===== config.mk =====
export PLATFORM = sky130hd
export DESIGN_NAME = evt_ctr_bank
export DESIGN_NICKNAME = d
export VERILOG_FILES = /design/src/rtl/evt_ctr_pkg.sv /design/src/rtl/evt_ctr_slice.sv /design/src/rtl/evt_ctr_rdport.sv /design/src/rtl/evt_ctr_bank.sv
export SDC_FILE = /design/constraint.sdc
export NUM_CORES = 1
export LEC_CHECK = 0
export ABC_CLOCK_PERIOD_IN_PS = 5600
export BUFFER_PORTS_ARGS = -buffer_cell sky130_fd_sc_hd__buf_2
export CAP_MARGIN = 30
export CORE_AREA = 2 2 157 128
export CTS_CLUSTER_SIZE = 24
export DETAILED_ROUTE_END_ITERATION = 12
export DIE_AREA = 0 0 159 130
export GPL_TIMING_DRIVEN = 0
export PLACE_DENSITY = 0.86
export SKIP_LAST_GASP = 1
export SLEW_MARGIN = 10
export SYNTH_ARGS = -nofsm -noshare
export SYNTH_HDL_FRONTEND = slang
export SYNTH_SLANG_ARGS = --single-unit
export TNS_END_PERCENT = 10

===== constraint.sdc =====
create_clock -name clk -period 5.6 [get_ports clk]
set_input_delay 0.28 -clock clk [delete_from_list [all_inputs] [get_ports clk]]
set_output_delay 0.28 -clock clk [all_outputs]
set_load 0.03 [all_outputs]

===== src/rtl/evt_ctr_pkg.sv =====
// Shared constants and the privilege-mode gate for the event counter bank.
// Assumes a 2-bit privilege field with 00 = kernel, 01 = supervisor, 10 = user.
package evt_ctr_pkg;
    localparam int CNT_W     = 32;
    localparam int CTL_W     = 15;
    localparam int IDX_W     = 3;
    localparam int CODE_W    = 10;
    localparam int B_EXL     = 0;
    localparam int B_KER     = 1;
    localparam int B_SUP     = 2;
    localparam int B_USR     = 3;
    localparam int B_IE      = 4;
    localparam int CODE_LSB  = 5;
    localparam int CODE_BASE = 2;
    localparam logic [31:0] CFG_WORD = 32'h0000_0010;

    typedef enum logic [1:0] {
        PRIV_KERNEL = 2'b00,
        PRIV_SUPER  = 2'b01,
        PRIV_USER   = 2'b10,
        PRIV_RSVD   = 2'b11
    } priv_e;

    // Decide whether the current privilege state lets a counter run.
    function automatic logic mode_allows(input logic [CTL_W-1:0] ctl,
                                         input priv_e priv,
                                         input logic exl, input logic erl);
        logic ok;
        if (exl || erl) begin
            ok = ctl[B_EXL];
        end else begin
            case (priv)
                PRIV_KERNEL: ok = ctl[B_KER];
                PRIV_SUPER:  ok = ctl[B_SUP];
                PRIV_USER:   ok = ctl[B_USR];
                default:     ok = 1'b0;
            endcase
        end
        return ok;
    endfunction
endpackage


===== src/rtl/evt_ctr_slice.sv =====
// One counter and its control word.
// Decodes the event code against the pulse set handed in by the parent
// (even or odd set) and gates the increment with the privilege mode.
// Assumes the parent resolves the slot index into the two write strobes.
module evt_ctr_slice
    import evt_ctr_pkg::*;
#(
    parameter int NUM_XEVT = 4,
    parameter bit IS_LAST  = 1'b0
) (
    input  logic                clk,
    input  logic                rst_n,
    input  logic [1:0]          ksu_i,
    input  logic                exl_i,
    input  logic                erl_i,
    input  logic                instr_i,
    input  logic [NUM_XEVT-1:0] xevt_i,
    input  logic                cnt_we_i,
    input  logic                ctl_we_i,
    input  logic [CNT_W-1:0]    wdata_i,
    output logic [CNT_W-1:0]    cnt_o,
    output logic [31:0]         ctl_o,
    output logic                irq_term_o
);
    logic [CTL_W-1:0]  ctl_q;
    logic [CNT_W-1:0]  cnt_q;
    logic [CODE_W-1:0] code;
    logic              evt_hit;
    logic              mode_ok;

    assign code    = ctl_q[CODE_LSB +: CODE_W];
    assign mode_ok = mode_allows(ctl_q, priv_e'(ksu_i), exl_i, erl_i);

    // Pick the pulse the event code names on this counter.
    always_comb begin
        evt_hit = 1'b0;
        if (code == CODE_W'(0)) begin
            evt_hit = 1'b1;
        end else if (code == CODE_W'(1)) begin
            evt_hit = instr_i;
        end else begin
            for (int k = 0; k < NUM_XEVT; k++) begin
                if (code == CODE_W'(CODE_BASE + k)) evt_hit = xevt_i[k];
            end
        end
    end

    // Count register: a port write wins over an increment.
    always_ff @(posedge clk) begin
        if (!rst_n)                  cnt_q <= '0;
        else if (cnt_we_i)           cnt_q <= wdata_i;
        else if (evt_hit && mode_ok) cnt_q <= cnt_q + 1'b1;
    end

    // Control register: only the low writable field is stored.
    always_ff @(posedge clk) begin
        if (!rst_n)        ctl_q <= '0;
        else if (ctl_we_i) ctl_q <= wdata_i[CTL_W-1:0];
    end

    assign cnt_o      = cnt_q;
    assign ctl_o      = {~IS_LAST, {(31-CTL_W){1'b0}}, ctl_q};
    assign irq_term_o = cnt_q[CNT_W-1] & ctl_q[B_IE];
endmodule


===== src/rtl/evt_ctr_rdport.sv =====
// Registered read multiplexer over all index slots.
// Assumes unused slots arrive already tied to zero.
module evt_ctr_rdport
    import evt_ctr_pkg::*;
#(
    parameter int NUM_SLOT = 8
) (
    input  logic                      clk,
    input  logic                      rst_n,
    input  logic                      re_i,
    input  logic                      ctl_i,
    input  logic [IDX_W-1:0]          idx_i,
    input  logic [NUM_SLOT*CNT_W-1:0] cnt_flat_i,
    input  logic [NUM_SLOT*32-1:0]    ctl_flat_i,
    output logic [31:0]               rdata_o
);
    // Capture the selected word one cycle after the read strobe.
    always_ff @(posedge clk) begin
        if (!rst_n) begin
            rdata_o <= '0;
        end else if (re_i) begin
            if (ctl_i) rdata_o <= ctl_flat_i[idx_i*32 +: 32];
            else       rdata_o <= cnt_flat_i[idx_i*CNT_W +: CNT_W];
        end
    end
endmodule


===== src/rtl/evt_ctr_bank.sv =====
// Bank of NUM_CTR mode-qualified event counters behind a register port.
// Even slots take evt_even_i, odd slots take evt_odd_i. Slots past NUM_CTR
// read zero and have no storage. NUM_CTR must be 1..4.
module evt_ctr_bank
    import evt_ctr_pkg::*;
#(
    parameter int NUM_CTR  = 4,
    parameter int NUM_XEVT = 4
) (
    input  logic                clk,
    input  logic                rst_n,
    input  logic [1:0]          ksu_i,
    input  logic                exl_i,
    input  logic                erl_i,
    input  logic                instr_done_i,
    input  logic [NUM_XEVT-1:0] evt_even_i,
    input  logic [NUM_XEVT-1:0] evt_odd_i,
    input  logic                reg_we_i,
    input  logic                reg_re_i,
    input  logic                reg_ctl_i,
    input  logic [2:0]          reg_idx_i,
    input  logic [31:0]         reg_wdata_i,
    output logic [31:0]         reg_rdata_o,
    output logic                irq_o,
    output logic                irq_pend_o,
    output logic [31:0]         cfg_o
);
    localparam int NUM_SLOT = 1 << IDX_W;

    logic [NUM_SLOT*CNT_W-1:0] cnt_flat;
    logic [NUM_SLOT*32-1:0]    ctl_flat;
    logic [NUM_SLOT-1:0]       irq_term;

    for (genvar g = 0; g < NUM_SLOT; g++) begin : g_slot
        if (g < NUM_CTR) begin : g_ctr
            evt_ctr_slice #(
                .NUM_XEVT (NUM_XEVT),
                .IS_LAST  (g == NUM_CTR - 1)
            ) u_slice (
                .clk        (clk),
                .rst_n      (rst_n),
                .ksu_i      (ksu_i),
                .exl_i      (exl_i),
                .erl_i      (erl_i),
                .instr_i    (instr_done_i),
                .xevt_i     (((g % 2) == 1) ? evt_odd_i : evt_even_i),
                .cnt_we_i   (reg_we_i && !reg_ctl_i && (reg_idx_i == IDX_W'(g))),
                .ctl_we_i   (reg_we_i &&  reg_ctl_i && (reg_idx_i == IDX_W'(g))),
                .wdata_i    (reg_wdata_i),
                .cnt_o      (cnt_flat[g*CNT_W +: CNT_W]),
                .ctl_o      (ctl_flat[g*32 +: 32]),
                .irq_term_o (irq_term[g])
            );
        end else begin : g_pad
            assign cnt_flat[g*CNT_W +: CNT_W] = '0;
            assign ctl_flat[g*32 +: 32]       = '0;
            assign irq_term[g]                = 1'b0;
        end
    end

    evt_ctr_rdport #(.NUM_SLOT(NUM_SLOT)) u_rdport (
        .clk        (clk),
        .rst_n      (rst_n),
        .re_i       (reg_re_i),
        .ctl_i      (reg_ctl_i),
        .idx_i      (reg_idx_i),
        .cnt_flat_i (cnt_flat),
        .ctl_flat_i (ctl_flat),
        .rdata_o    (reg_rdata_o)
    );

    assign irq_o      = |irq_term;
    assign irq_pend_o = irq_o;
    assign cfg_o      = CFG_WORD;
endmodule


==> qor.yml, run 1 <==
antenna_found_initial: 1
cp_slowest_cell: "o2111ai_1"
yosysWarningCount: 0
drc_errors: 0
netSwitchingPower_mw: 0.977
grt_max_degree: 14
worstSetupEndpointType: "flop"
status: "finished, final reports clean"
finalSetupTns_ns: 0
cts_max_level: 1
clkPwrFrac_pct: 44.5
cts_buffers: 24
syn_inst: 1457
tritoncts: "built"
layout-drive-gt1-share_pct: 15.3
fmax_mhz: 392
drtPass1Iterations: 6
first_global_vias: 11383
worstMarginPinSlew_ns: 1.01
async_flop_share_pct: 0
postSynthAreaPerCell_sq_um: 8.43
clock_sinks: 220
min_period_ns: 2.55
num_vias: 12365
num_rows: 46
worst_slew_margin_rel_pct: 32.4
ir_drop_mv: 0.216
cp_max_fo: 10
pin_count: 119
synthToLayoutAreaGrowth_pct: 13.5
wirelength_um: 43400
setup_violations: 0
clock_path_buffers: 3
die_area_sq_um: 20700
gp_congestion: 1.01
avgRoutedWirePerCell_um: 23.1
root_buffer: "clkbuf_16"
synth-seq-cells: 220
drtIter0Drc: 2005
avgViaCountPerCell: 6.59
synth.cell_area_sq_um: 12300
synth-edff-count: 0
clock_latency_ns: 0.53
layout_common_cells: "dfxtp_1, a21oi_1, nand2_1"
combPwrFrac_pct: 10.4
synth_flop_cell: "dfxtp_1"
finalNetCount: 1651
cts_setup_buffers: 0
path_cells: "o311a_1, o2111ai_1, clkbuf_1, nor3_1, xnor2_1, a21oi_1"
port_buffers: 81
synth-seq-area-share_pct: 35.8
power.internal_mw: 2.67
post-route-period-util_pct: 45.5
seqPwrFrac_pct: 45.1
rsz0062_at_grt: "no"
antenna_left: 0
synth_cell_types: 57
grt_pass1_wl_um: 65500
cp_top_family: "compound AO/OA/AOI/OAI gates"
cts_hold_buf: 0
p_sw_share_pct: 26.8
overflow: 0
crit_required_ns: 5.98
r2r_setup_slack_ns: 3.05
dp_hpwl_um: 31800
die_w_um: 159
setup.worst_path.class: "reg -> reg"
grtUsageTotal_pct: 41.0
slowest_delay_ns: 0.61
clock_skew_ns: 0.0102
mostFrequentLayoutCell: "dfxtp_1"
power_leakage_nw: 4.60
clk_pin_slew_ns: 0.06
start_util_pct: 63.5
drv_slew: 0
cts-resized-gates: 0
crit_buf_inv: 1
powerDensity_nw_per_um2: 262
power.total_mw: 3.65
critical_path_arrival_ns: 2.93
n_fill_cell: 1503
core-area_sq_um: 19300
crit_path_start_kind: "flop"
drv_cap: 0
hold_violations: 0
die_h_um: 130
hp-class: "in -> reg"
-- synth_stat cells, types with 2 or more instances --
cell	instances	area share, %
mux2i_1	42	3.4
nor3_1	57	2.3
xnor2_1	111	7.9
o2bb2ai_1	2	0.14
and3_1	14	0.71
nor2b_1	5	0.25
nand2_1	148	4.5
mux4_2	46	8.4
o211a_1	2	0.16
o21ai_1	2	0.081
o22ai_1	3	0.15
o211ai_1	2	0.12
clkbuf_1	83	2.5
a221oi_1	4	0.29
nor4_2	16	1.6
nor4_4	2	0.35
or3_1	2	0.10
a22oi_1	18	1.1
nor3b_1	2	0.12
and4_1	7	0.50
nor2_1	94	2.9
a31oi_1	6	0.31
ha_1	4	0.41
nand3_1	53	2.2
and3b_1	4	0.29
o21ai_0	128	5.2
buf_1	2	0.061
buf_2	19	0.77
nor4b_1	4	0.29
o221ai_1	4	0.29
dfxtp_1	220	36
buf_4	34	2.1
nand2b_1	12	0.61
o311a_1	4	0.33
conb_1	2	0.061
nand3b_1	8	0.49
a211oi_1	2	0.12
nand4_2	2	0.20
inv_1	31	0.95
nand4_1	24	1.2
nor4_1	45	2.3
a21oi_1	172	7.0
-- worst min-delay path, stage by stage --
cell and delay [ns]:
buf_2 0.12, o211ai_1 0.08, a21oi_1 0.06
-- path summary, 6_finish.rpt --
path,from,endpoint,cells past startpoint
max,g_slot[3].g_ctr.u_slice.ctl_q[6],g_slot[3].g_ctr.u_slice.cnt_o[7],6
min,reg_re_i,u_rdport.rdata_o[31],3
max reg2reg,g_slot[3].g_ctr.u_slice.ctl_q[6],g_slot[3].g_ctr.u_slice.cnt_o[7],6
min reg2reg,g_slot[1].g_ctr.u_slice.ctl_q[3],g_slot[1].g_ctr.u_slice.ctl_q[3],2
-- sequential cells by signal, summed over array words and instances (netlist names) --
signal,cells
g_slot.g_ctr.u_slice.cnt_o,128
u_rdport.rdata_o,32
g_slot.g_ctr.u_slice.ctl_q,60
-- layout make-up --
cell class	count	area, sq um	area share [%]
sequential	220	4400	31.6
inverter	31	116	0.835
timing repair buffer	81	405	2.91
clock inverter	6	62.6	0.449
tap	264	330	2.37
clock buffer	36	737	5.29
buffer	139	681	4.88
antenna	2	5.00	0.0359
multi-input combinational	1097	7200	51.6
-- per-stage QoR --
stage	setup slack, ns	instances	area [sq um]	util [%]	hold slack [ns]
floorplan	3.63	1487	12400	-	0.397
global placement	3.03	1832	13100	67.9	0.455
detailed placement	3.01	1832	13100	67.9	0.464
CTS	3.14	1874	13900	72.1	0.0731
global route	3.01	1874	13900	72.1	0.111
finish	3.05	1876	13900	72.1	0.0796
-- layer usage --
layer / GRT usage (%) / part of all wire [%] / vias up
met4: 16.1 / 4.5 / 0
met5: 0 / 0 / -
met3: 13.6 / 16 / 175
met2: 62.5 / 42 / 882
met1: 54.4 / 37 / 5831
li1: - / - / 5477
-- power groups by stage --
stage | sequential (mW) | clock (mW) | combinational [mW]
finish | 1.64 | 1.62 | 0.379
global route | 1.64 | 1.69 | 0.397
CTS | 1.64 | 1.61 | 0.363
detailed placement | 1.67 | 0 | 0.359
global placement | 1.67 | 0 | 0.353
floorplan | 1.66 | 0 | 0.237
-- cells by family (layout without fill, tap and decap cells) --
logic type	after synthesis	after routing	share of synthesized area [%]
adder cells (fa/ha/maj)	4	4	0.407
buffers and inverters	170	293	6.49
AO/OA/AOI/OAI	355	355	15.8
multiplexers	88	88	11.9
XOR/XNOR	112	112	7.98
AND/OR/NAND/NOR	506	506	21.6
other	2	34	0.0611
flip-flops	220	220	35.8
Power figures use the tool's default switching activity.
==> inputs of run 2 (changes only) <==
ABC_CLOCK_PERIOD_IN_PS = 2400   (was 5600)
CORE_AREA = 2 2 163 133   (was 2 2 157 128)
DIE_AREA = 0 0 165 135   (was 0 0 159 130)
PLACE_DENSITY = 0.8   (was 0.86)
clock period = 2.4 ns   (was 5.6 ns; I/O delays follow)
==> run 2 against run 1 <==
  * Sequential cell count unchanged
  * Via count up 0.14%
  * Cell count up 1.9%
  * Non-clock buffer count up 29
  * Sequential power up 130%
  * Clock power up 130%
  * Sequential share of layout area down 0.59 points
==> qor.yml, run 2 (synthesized netlist as in run 1, its figures left out) <==
rsz0062_at_grt: "yes"
power_leakage_nw: 4.72
reg2reg_depth: 6
clock_sinks: 220
core-area_sq_um: 20500
n_fill_cell: 1739
crit_path_start_kind: "flop"
worst_slew_margin_rel_pct: 41.4
hold_violations: 0
drtIter0Drc: 1851
cp_top_family: "simple AND/OR/NAND/NOR gates"
cp_slowest_cell: "dfxtp_1"
die_h_um: 135
worstSetupEndpointType: "flop"
clk_pin_slew_ns: 0.07
root_buffer: "clkbuf_16"
antenna_found_initial: 1
drc_errors: 0
pin_count: 119
cp.depth: 6
post-route-period-util_pct: 99.9
min_period_ns: 2.40
status: "finished, final reports clean"
setup_violations: 0
layout_common_cells: "dfxtp_1, a21oi_1, nand2_1"
critical_path_arrival_ns: 2.80
wirelength_um: 43600
gp_congestion: 1.04
num_rows: 47
drtPass1Iterations: 8
cts_buffers: 23
worstMarginPinSlew_ns: 0.879
powerDensity_nw_per_um2: 593
multi_input_comb_area_sq_um: 7200
dp_hpwl_um: 32100
grt_max_degree: 14
fmax_mhz: 417
place_ws_ns: -0.0600
port_buffers: 81
start_util_pct: 59.9
finalNetCount: 1679
first_global_vias: 11180
grt_pass1_wl_um: 64400
avgRoutedWirePerCell_um: 22.8
grtUsageTotal_pct: 38.4
overflow: 0
num_vias: 12382
hp-class: "in -> reg"
ir_drop_mv: 0.537
mostFrequentLayoutCell: "dfxtp_1"
die_area_sq_um: 22300
crit_required_ns: 2.80
slowest_delay_ns: 0.52
clock_skew_ns: 0.0133
largest_reg_flops: 128
regArea_sq_um: 4400
antenna_left: 0
worstHoldPathCells: 3
finalSetupTns_ns: 0
die_w_um: 165
tritoncts: "built"
clock_path_buffers: 3
setup.worst_path.class: "reg -> reg"
avgViaCountPerCell: 6.48
synthToLayoutAreaGrowth_pct: 15.6
cts_max_level: 1
cp_max_fo: 10
drv_cap: 0
layout-drive-gt1-share_pct: 15.3
crit_buf_inv: 0
setup_ws_ns: 0.00223
clock_latency_ns: 0.53
path_cells: "nand4_2, nor4_2, nand4_2, nor4_2, xnor2_1, a21oi_1"
drv_slew: 0
run 2: changes by cell type in the layout (fill, tap and decap cells not counted):
cell           delta
clkinv_2          +4
clkinvlp_4        -3
dlygate4sd3_1    +28
clkbuf_1          -2
inv_6             +1
clkbuf_2          +2
clkbuf_4          +1
bufinv_16         +1
clkbuf_8          -2
diode_2           +2
nor4_2            +1
nor4_1            -1
clkbuf_16         -2
run 2: cell type report:
| cell class | count | share of cell area [%] |
|---|---|---|
| Clock inverter | 9 | 0.696 |
| Tap cell | 269 | 2.37 |
| Buffer | 139 | 4.81 |
| Timing Repair Buffer | 110 | 4.88 |
| Multi-Input combinational cell | 1097 | 50.7 |
| Inverter | 31 | 0.819 |
| Antenna cell | 4 | 0.0705 |
| Sequential cell | 220 | 31.0 |
| Clock buffer | 32 | 4.64 |
run 2: repair_timing:
| item | CTS | global route |
|---|---|---|
| hold endpoints to repair | 55 | 0 |
| setup buffers | 0 | 0 |
| hold buffers | 28 | 0 |
| resized for setup | 0 | 5 |
| endpoints found under the setup margin | 0 | 27 |
run 2: worst paths after layout:
path / from / end / slack, ns
min: reg_wdata_i[28] / g_slot[0].g_ctr.u_slice.cnt_o[28] / 0.02
min reg2reg: g_slot[3].g_ctr.u_slice.ctl_q[2] / g_slot[3].g_ctr.u_slice.ctl_q[2] / 0.47
max: g_slot[0].g_ctr.u_slice.cnt_o[2] / g_slot[0].g_ctr.u_slice.cnt_o[31] / 0.002
max reg2reg: g_slot[0].g_ctr.u_slice.cnt_o[2] / g_slot[0].g_ctr.u_slice.cnt_o[31] / 0.002
run 2: power breakdown:
group          total (mW)  switching (mW)  leakage [nW]  internal, mW
clock                3.68            1.55         0.380          2.13
sequential           3.84           0.113          1.78          3.72
combinational       0.917           0.601          2.57         0.316
run 2: metal layers:
| metal | wire length, um | track usage [%] | vias up | part of all wire [%] |
|---|---|---|---|---|
| met5 | 0 | 0 | - | 0 |
| met4 | 1520 | 13.0 | 0 | 3.5 |
| met2 | 18500 | 56.4 | 880 | 43 |
| met1 | 16800 | 54.4 | 5845 | 39 |
| li1 | - | - | 5539 | - |
| met3 | 6700 | 10.6 | 118 | 15 |
run 2: metrics by stage:
stage / power, mW / util [%] / hold slack [ns] / cell area [sq um] / cells
floorplan: 4.42 / - / 0.237 / 12400 / 1487
global placement: 4.73 / 64.0 / 0.452 / 13100 / 1837
detailed placement: 4.75 / 64.0 / 0.458 / 13100 / 1837
CTS: 8.36 / 69.1 / 0.000748 / 14200 / 1906
global route: 8.62 / 69.2 / 0.0135 / 14200 / 1907
finish: 8.43 / 69.2 / 0.0157 / 14200 / 1911
run 2: worst register-to-register path: cells and delay by family, from the launching register on:
kind | cells | cell delay (ns)
AND/OR/NAND/NOR | 4 | 1.49
AO/OA/AOI/OAI | 1 | 0.08
flip-flops | 1 | 0.52
XOR/XNOR | 1 | 0.17
